`src/rtl/eep_pkg.sv`:
```
package eep_pkg;

  typedef enum logic [2:0] {
    C_READ, C_WRITE, C_ERASE, C_EWEN, C_EWDS, C_ERAL, C_WRAL
  } cmd_e;

  typedef enum logic [2:0] {
    S_IDLE, S_CMD, S_RDATA, S_WDATA, S_HOLD
  } st_e;

  // Opcode plus top address bits to an instruction
  function automatic cmd_e decode_cmd(input logic [1:0] op, input logic [1:0] sub);
    cmd_e c;
    case (op)
      2'b10:   c = C_READ;
      2'b01:   c = C_WRITE;
      2'b11:   c = C_ERASE;
      default: begin
        case (sub)
          2'b11:   c = C_EWEN;
          2'b10:   c = C_ERAL;
          2'b01:   c = C_WRAL;
          default: c = C_EWDS;
        endcase
      end
    endcase
    return c;
  endfunction

  function automatic logic is_prog(input cmd_e c);
    return (c == C_WRITE) || (c == C_ERASE) || (c == C_ERAL) || (c == C_WRAL);
  endfunction

  function automatic logic is_bulk(input cmd_e c);
    return (c == C_ERAL) || (c == C_WRAL);
  endfunction

  function automatic logic takes_data(input cmd_e c);
    return (c == C_WRITE) || (c == C_WRAL);
  endfunction

endpackage

```
`src/rtl/eep_array.sv`:
```
module eep_array #(
  parameter int AW = 6,
  parameter int DW = 16
) (
  input  logic          clk,
  input  logic          rst_n,
  input  logic          we_one,
  input  logic          we_all,
  input  logic [AW-1:0] waddr,
  input  logic [DW-1:0] wdata,
  input  logic [AW-1:0] raddr,
  output logic [DW-1:0] rdata
);
  localparam int DEPTH = 1 << AW;

  logic [DW-1:0] words [DEPTH];

  for (genvar i = 0; i < DEPTH; i++) begin : g_word
    logic [DW-1:0] q;
    logic          hit;
    assign hit = we_all || (we_one && (waddr == AW'(i)));
    always_ff @(posedge clk or negedge rst_n) begin
      if (!rst_n)   q <= '1;
      else if (hit) q <= wdata;
    end
    assign words[i] = q;
  end

  assign rdata = words[raddr];
endmodule

```
`src/rtl/eep_busy_timer.sv`:
```
module eep_busy_timer #(
  parameter int BUSY_CYC = 200
) (
  input  logic clk,
  input  logic rst_n,
  input  logic start,
  output logic busy
);
  localparam int TW = $clog2(BUSY_CYC + 1);

  logic [TW-1:0] remain;

  always_ff @(posedge clk or negedge rst_n) begin
    if (!rst_n)           remain <= '0;
    else if (start)       remain <= TW'(BUSY_CYC);
    else if (remain != 0) remain <= remain - 1'b1;
  end

  assign busy = (remain != '0);
endmodule

```
`src/rtl/eep_decoder.sv`:
```
module eep_decoder
  import eep_pkg::*;
#(
  parameter int AW = 6,
  parameter int DW = 16
) (
  input  logic          clk,
  input  logic          rst_n,
  input  logic          cs_q,
  input  logic          cs_rise,
  input  logic          cs_fall,
  input  logic          sk_rise,
  input  logic          di_q,
  input  logic          busy,
  input  logic [DW-1:0] rd_word,
  output logic [AW-1:0] rd_addr,
  output logic          start_evt,
  output logic          rd_phase,
  output logic          rd_bit,
  output logic          launch,
  output cmd_e          launch_cmd,
  output logic [AW-1:0] launch_addr,
  output logic [DW-1:0] launch_data,
  output logic          enabled
);
  localparam int FB = 2 + AW;            // opcode plus address bits
  localparam int CW = $clog2(FB + 1);

  st_e           st;
  logic [CW-1:0] bitcnt;
  logic [FB-1:0] cmd_sr;
  logic [FB-1:0] full_cmd;
  cmd_e          cur_cmd;
  cmd_e          nxt_cmd;
  logic [AW-1:0] cur_addr;
  logic [DW-1:0] dat_sr;
  logic [DW:0]   rd_sr;
  logic          en_q;
  logic          last_hdr;

  assign full_cmd  = {cmd_sr[FB-2:0], di_q};
  assign nxt_cmd   = decode_cmd(full_cmd[FB-1 -: 2], full_cmd[AW-1 -: 2]);
  assign rd_addr   = full_cmd[AW-1:0];
  assign last_hdr  = (st == S_CMD) && sk_rise && (bitcnt == CW'(FB - 1));
  assign start_evt = cs_q && !cs_rise && sk_rise && (st == S_IDLE) && di_q && !busy;
  assign launch    = cs_fall && en_q &&
                     ((st == S_WDATA) || ((st == S_HOLD) && is_prog(cur_cmd)));

  always_ff @(posedge clk or negedge rst_n) begin
    if (!rst_n) begin
      st       <= S_IDLE;
      bitcnt   <= '0;
      cmd_sr   <= '0;
      cur_cmd  <= C_EWDS;
      cur_addr <= '0;
      dat_sr   <= '0;
      rd_sr    <= '0;
      en_q     <= 1'b0;
    end else if (!cs_q || cs_rise) begin
      st <= S_IDLE;
    end else if (sk_rise) begin
      case (st)
        S_IDLE: if (start_evt) begin
          st     <= S_CMD;
          bitcnt <= '0;
          dat_sr <= '0;
        end
        S_CMD: begin
          cmd_sr <= full_cmd;
          bitcnt <= bitcnt + 1'b1;
          if (last_hdr) begin
            cur_cmd  <= nxt_cmd;
            cur_addr <= full_cmd[AW-1:0];
            if (nxt_cmd == C_READ) begin
              st    <= S_RDATA;
              rd_sr <= {1'b0, rd_word};
            end else if (takes_data(nxt_cmd)) begin
              st <= S_WDATA;
            end else begin
              st <= S_HOLD;
              if (nxt_cmd == C_EWEN) en_q <= 1'b1;
              if (nxt_cmd == C_EWDS) en_q <= 1'b0;
            end
          end
        end
        S_RDATA: rd_sr  <= {rd_sr[DW-1:0], 1'b0};
        S_WDATA: dat_sr <= {dat_sr[DW-2:0], di_q};
        default: ;
      endcase
    end
  end

  assign rd_phase    = (st == S_RDATA);
  assign rd_bit      = rd_sr[DW];
  assign launch_cmd  = cur_cmd;
  assign launch_addr = cur_addr;
  assign launch_data = dat_sr;
  assign enabled     = en_q;
endmodule

```
`src/rtl/eep_engine.sv`:
```
module eep_engine
  import eep_pkg::*;
#(
  parameter int ADDR_W   = 6,
  parameter int DATA_W   = 16,
  parameter int BUSY_CYC = 200
) (
  input  logic clk,
  input  logic rst_n,
  input  logic cs,
  input  logic sk,
  input  logic di,
  output logic do_oe,
  output logic do_data
);
  logic cs_q, cs_p, sk_q, sk_p, di_q;
  logic cs_rise, cs_fall, sk_rise;
  logic busy, stat_pend, start_evt, rd_phase, rd_bit, launch, enabled;
  cmd_e              launch_cmd;
  logic [ADDR_W-1:0] rd_addr, launch_addr;
  logic [DATA_W-1:0] rd_word, launch_data, wdata;
  logic              we_one, we_all;

  always_ff @(posedge clk or negedge rst_n) begin
    if (!rst_n) begin
      cs_q <= 1'b0; cs_p <= 1'b0; sk_q <= 1'b0; sk_p <= 1'b0; di_q <= 1'b0;
    end else begin
      cs_q <= cs; cs_p <= cs_q; sk_q <= sk; sk_p <= sk_q; di_q <= di;
    end
  end

  assign cs_rise = cs_q && !cs_p;
  assign cs_fall = !cs_q && cs_p;
  assign sk_rise = sk_q && !sk_p;

  eep_decoder #(.AW(ADDR_W), .DW(DATA_W)) u_dec (
    .clk(clk), .rst_n(rst_n), .cs_q(cs_q), .cs_rise(cs_rise), .cs_fall(cs_fall),
    .sk_rise(sk_rise), .di_q(di_q), .busy(busy), .rd_word(rd_word),
    .rd_addr(rd_addr), .start_evt(start_evt), .rd_phase(rd_phase), .rd_bit(rd_bit),
    .launch(launch), .launch_cmd(launch_cmd), .launch_addr(launch_addr),
    .launch_data(launch_data), .enabled(enabled)
  );

  assign we_one = launch && !is_bulk(launch_cmd);
  assign we_all = launch &&  is_bulk(launch_cmd);
  assign wdata  = takes_data(launch_cmd) ? launch_data : '1;

  eep_array #(.AW(ADDR_W), .DW(DATA_W)) u_arr (
    .clk(clk), .rst_n(rst_n), .we_one(we_one), .we_all(we_all),
    .waddr(launch_addr), .wdata(wdata), .raddr(rd_addr), .rdata(rd_word)
  );

  eep_busy_timer #(.BUSY_CYC(BUSY_CYC)) u_tmr (
    .clk(clk), .rst_n(rst_n), .start(launch), .busy(busy)
  );

  always_ff @(posedge clk or negedge rst_n) begin
    if (!rst_n)         stat_pend <= 1'b0;
    else if (launch)    stat_pend <= 1'b1;
    else if (start_evt) stat_pend <= 1'b0;
  end

  assign do_oe   = cs_q && (rd_phase || stat_pend);
  assign do_data = rd_phase ? rd_bit : !busy;
endmodule

```
`config.mk`:
```
export PLATFORM = sky130hd
export DESIGN_NAME = eep_engine
export DESIGN_NICKNAME = d
export VERILOG_FILES = /design/src/rtl/eep_pkg.sv /design/src/rtl/eep_array.sv /design/src/rtl/eep_busy_timer.sv /design/src/rtl/eep_decoder.sv /design/src/rtl/eep_engine.sv
export SDC_FILE = /design/constraint.sdc
export NUM_CORES = 2
export LEC_CHECK = 0
export BUFFER_PORTS_ARGS = -buffer_cell sky130_fd_sc_hd__buf_2
export CAP_MARGIN = 5
export CORE_ASPECT_RATIO = 1.4
export CORE_MARGIN = 2
export CORE_UTILIZATION = 25
export DETAILED_ROUTE_END_ITERATION = 10
export PLACE_DENSITY = 0.5
export SETUP_SLACK_MARGIN = 0.3
export SLEW_MARGIN = 25
export SYNTH_ARGS = -nofsm -noshare
export SYNTH_HDL_FRONTEND = slang
export SYNTH_SLANG_ARGS = --single-unit
```
`constraint.sdc`:
```
create_clock -name clk -period 2.3 [get_ports clk]
set_input_delay 0.46 -clock clk [delete_from_list [all_inputs] [get_ports clk]]
set_output_delay 0.46 -clock clk [all_outputs]
set_load 0.02 [all_outputs]
```
; Word-level counts from Yosys, hierarchy flattened
; Index checks and enable logic that the tools add are counted.
[op_classes]
add_sub_neg = 2
n_mul = 0
n_div = 0
n_lt_le_gt_ge = 1
n_eq_ne = 87
shifts = 0
n_mux = 27
bitwise_logic = 4
n_reduce_logical = 178
[op_table]
columns = operator, n
row1 = $eq 6x6->1 const B, 32
row2 = $bmux 16 s6, 1
row3 = $eq 6x5->1 const B, 16
row4 = $logic_and 1x1->1, 80
row5 = $logic_or 1x1->1, 73
row6 = $mux 16, 4
row7 = $eq 6x4->1 const B, 8
row8 = $mux 17, 2
row9 = $pmux 17 s2, 1
row10 = $pmux 16 s2, 1
row11 = $eq 6x3->1 const B, 4
row12 = $mux 3, 6
row13 = $pmux 3 s3, 2
row14 = $mux 8, 2
row15 = $reduce_and 4->1, 4
row16 = $eq 3x3->1 const B, 5
row17 = $reduce_bool 2->1, 7
row18 = $eq 3x2->1 const B, 4
row19 = $eq 6x2->1 const B, 2
row20 = $eq 3x1->1 const B, 3
row21 = $eq 2x2->1 const B, 4
row22 = $pmux 4 s2, 1
row23 = $reduce_bool 8->1, 1
row24 = $sub 8x1->8 const B, 1
row25 = 21 further kinds, 35
[word_totals]
regBits = 1095
latchBits = 0
ramBits = 0
romBits = 0
out_inout_bits = 2
memories = 0

; Longest topological paths before layout
[logic_depth]
depth_word = 12
depth_mapped = 11

; By module
; Synthesis repeated with hierarchy kept, for this count alone.
[hier_totals]
cells_unflattened = 3242
area_unflattened_um2 = 51291.7
[by_module_without_submodules]
columns = module, instances, cells_each, area_each_um2, seq_area_each_um2
row1 = eep_array, 1, 2930, 47799.6, 26905.8
row2 = eep_decoder, 1, 226, 2615.0, 1427.6
row3 = eep_busy_timer, 1, 48, 473.0, 200.2
row4 = eep_engine, 1, 38, 404.1, 150.1

; Worst setup path before layout
; OpenSTA, ideal clock, no wires.
[synth_path]
kind = register -> register
from = register di_q
to = register u_dec.rd_sr[5]
arrival_time_ps = 2249
required_time_ps = 2179
slack_ps = -70
stages_incl_launch_ff = 11
path_buffers = 4
period_less_slack_ps = 2370
cell_sequence = dfrtp_1 -> buf_2 -> buf_4 -> buf_2 -> buf_2 -> mux2i_1 -> a22oi_1 -> and3_1 -> a221oi_1 -> o2111ai_1 -> a22o_1
[synth_between]
elab_chain_cells = 7
[synth_lines]
columns = element, line_no
row1 = "start, declared", eep_engine.sv:16  ; logic cs_q, cs_p, sk_q, sk_p, di_q;
row2 = "start signal, assigned", eep_engine.sv:28  ; cs_q <= cs; cs_p <= cs_q; sk_q <= sk; sk_p <= sk_q; di_q <= di;
row3 = $not 6->7 (not written as such), eep_array.sv:29  ; assign rdata = words[raddr];
row4 = $bmux 16 s6, eep_array.sv:29
row5 = $mux 16 (not written as such) (2 in a row), eep_array.sv:29
row6 = $mux 17, eep_decoder.sv:74  ; if (nxt_cmd == C_READ) begin
row7 = $mux 17, eep_decoder.sv:71  ; if (last_hdr) begin
row8 = $pmux 17 s2, eep_decoder.sv:62  ; case (st)
row9 = "end signal, assigned", eep_decoder.sv:76  ; rd_sr <= {1'b0, rd_word};
row10 = "end signal, assigned", eep_decoder.sv:86  ; S_RDATA: rd_sr <= {rd_sr[DW-1:0], 1'b0};
row11 = "end, declared", eep_decoder.sv:37  ; logic [DW:0] rd_sr;
; No other way between the ends. The select of a mux whose other input is x is not followed.
; A chain may end at the register's enable or synchronous reset.

; Final worst setup path
[layout_path]
from = register di_q
to = register u_dec.rd_sr[10]
; The elaborated chain is that of the path after synthesis.

==> flow_summary.json <==
{
  "outcome": "finished with violations",
  "failed_checks": "setup timing",
  "portBuffers": 6,
  "nNetsFinal": 4071,
  "p_sw_mw": 8.764,
  "syn-instance-count": 3726,
  "final_max_slew_viol_count": 0,
  "fin_crit_ns": 2.540,
  "p_sw_frac": 0.2221,
  "period_share": 1.104,
  "synth_top_family_by_area": "multiplexers",
  "ant_nets": 0,
  "dp.cells": 6486,
  "skew_ns": 0.04802,
  "max-vdd-ir-drop_mv": 0.5000,
  "yosys.area_share.xor_xnor": 0.001166,
  "slew_headroom": 0.4940,
  "grt_max_degree": 101,
  "synth_top_area_share": 0.5227,
  "vias": 32584,
  "die_x_um": 387.7,
  "h-tree-depth": 3,
  "clk_pin_slew_ns": 0.08,
  "row_count": 197,
  "viasPerCell": 4.763,
  "pre_cts_slack_ns": -0.7716,
  "cts_buffers": 105,
  "power.density_nw_per_um2": 602.0,
  "crit_arrival_ns": 3.18,
  "r2r.worst_path.cells": 9,
  "area_delta_synth_final_pct": 27.24,
  "yosys_warnings": 0,
  "first_pass_iters": 5,
  "start_util": 0.2510,
  "gp_congestion": 0.8509,
  "route.detailed.drc": 0,
  "synth_top_cell_by_area": "dfstp_2",
  "p_seq_frac": 0.491,
  "die_h_um": 541.2,
  "ios": 7,
  "cap_violations": 0,
  "yosysSeqAreaShare": 0.5567,
  "yosys.area_share.simple": 0.05568,
  "worstMarginPinSlew_ns": 0.7549,
  "worstSetupEndpointType": "flop",
  "internal-power_mw": 30.70,
  "yosys.cell_types.count": 77,
  "worstSetupPathType": "flop to flop",
  "worstSkewPairLatency_ns": 0.75,
  "async_flop_share": 1.000,
  "syn-num-nets": 3734,
  "fp.dieArea_sq_um": 209800,
  "synth_seq_cells": 1095,
  "synthTopCellsByCount": "1025 x dfstp_2, 733 x mux2_2, 366 x nor2_1",
  "cts_tree": "done",
  "drive_gt1_frac": 0.7128,
  "hold_class": "input pin to flop",
  "grt_pass1_wl_um": 237700,
  "leakagePower_nw": 26.22,
  "synth_area_per_cell_sq_um": 13.83,
  "hold_viol": 0,
  "muxShareOfSynthArea": 0.2831,
  "synthAdderAreaFrac": 0.0007285,
  "track_usage": 0.1518,
  "syn_area_sq_um": 51530,
  "dp_hpwl_um": 106000,
  "setup_slack_ns": -0.2400,
  "cp_max_fo": 8,
  "yosysMostFrequentCell": "dfstp_2",
  "clkPwrFrac": 0.480,
  "drt_iter0_drc": 1835,
  "antenna_found_initial": 4,
  "crit_required_ns": 2.94,
  "post_drt_wl_per_cell_um": 24.26,
  "core_area_sq_um": 205300,
  "clock_path_buffers": 3,
  "grt_overflow": 0,
  "synthFlopType": "dfstp_2",
  "setup_viol": 317,
  "synth.area.top_cells": "dfstp_2 52%, mux2_2 16%, mux4_2 9.3%, dfrtp_1 3.4%, a21oi_1 2.9%",
  "synth_compound_area_frac": 0.07042,
  "wl_um": 165900,
  "p_comb_frac": 0.029,
  "cts.sinks": 1095,
  "fmax_mhz": 393.7,
  "grt_pass1_vias": 34050,
  "clockRootBuffer": "clkbuf_16",
  "holdPathStages": 2,
  "crit_path_start_kind": "flop",
  "grt_setup_unrepaired": "yes",
  "synth_edf_count": 0,
  "final_cells": 6841,
  "holdWs_ns": 0.3713
}
==> routing by layer <==
| metal | wire, um | track usage | up-vias |
|---|---|---|---|
| met5 | 0 | 0 | - |
| met4 | 7736 | 0.06367 | 0 |
| met3 | 4579 | 0.01500 | 241 |
| met2 | 86430 | 0.2745 | 583 |
| met1 | 67180 | 0.1829 | 17503 |
| li1 | - | - | 14257 |
==> area by class of cell <==
class / instances / area, sq um
fill: 20197 / 139800
sequential: 1095 / 28700
multi-input combinational: 2297 / 22850
timing repair buffer: 556 / 6880
tap: 2686 / 3361
clock buffer: 139 / 2999
clock inverter: 55 / 735.7
inverter: 8 / 30.03
antenna: 5 / 12.51
==> worst paths after layout <==
path	slack, ns	start	end
min in group asynchronous	0.41	rst_n	u_arr.g_word[10].q[3]
min reg2reg	0.47	sk_q	sk_p
max in group asynchronous	1.09	rst_n	u_arr.g_word[63].q[14]
max reg2reg	-0.24	di_q	u_dec.rd_sr[10]
min	0.37	sk	sk_q
max	-0.24	di_q	u_dec.rd_sr[10]
==> flip-flops by register name, summed over array words and instances, names as in the netlist <==
register,count
u_arr.g_word.q,1024
u_dec.rd_sr,17
u_dec.launch_data,16
u_tmr.remain,8
u_dec.cmd_sr,7
u_dec.launch_addr,6
u_dec.bitcnt,4
u_dec.launch_cmd,3
u_dec.st,3
cs_p,1
cs_q,1
di_q,1
sk_p,1
sk_q,1
stat_pend,1
u_dec.enabled,1
==> stage by stage <==
stage / power [mW] / util / setup TNS, ns / instance area (sq um)
after CTS: 40.03 / 0.3124 / -23.91 / 64150
after global placement: 20.64 / 0.2836 / -73.36 / 58220
final: 39.47 / 0.3193 / -10.39 / 65560
after floorplan: 19.99 / - / 0 / 52250
after global routing: 40.84 / 0.3193 / -26.30 / 65560
after detailed placement: 20.65 / 0.2836 / -80.57 / 58230
==> power groups by stage <==
stage	Clock (mW)	Combinational (mW)	Sequential, mW
4_1_cts	19.5	1.16	19.4
5_1_grt	20.2	1.27	19.4
3_3_place_gp	0	0.985	19.7
3_5_place_dp	0	0.993	19.7
6_report	18.9	1.16	19.4
2_1_floorplan	0	0.346	19.6
==> layout by cell type, fill, tap and decap left out, types with 63 or more instances in the layout <==
cell type  count
dfstp_2     1025
buf_12       152
clkbuf_16    121
mux4_2       213
nor2_1       349
dfrtp_1       63
mux2i_1      115
mux2_4       149
mux2_2       602
buf_4        308
nand2_1      108
a21oi_1      280
==> worst max-delay path, stage by stage, from the launching register on <==
cell,delay [ns]
dfrtp_4,0.51
buf_12,0.15
buf_12,0.15
buf_12,0.15
buf_4,0.13
mux4_2,0.40
o211ai_1,0.29
buf_4,0.20
o2111ai_4,0.16
o31a_1,0.28
==> kinds of logic after synthesis <==
family,Yosys count
adder cells (fa/ha/maj),3
AND/OR/NAND/NOR,641
AO/OA/AOI/OAI,551
buffers and inverters,334
flip-flops,1095
multiplexers,1096
XOR/XNOR,6
==> what timing repair did <==
item / CTS / global route
hold endpoints to repair: 21 / 0
gates cloned: 13 / 16
endpoints found under the setup margin: 1000 / 1074
pin swaps: 47 / 43
buffers inserted: 84 / 39
resized for setup: 197 / 161
hold buffers: 4 / 0
Power figures use the tool's default switching activity.
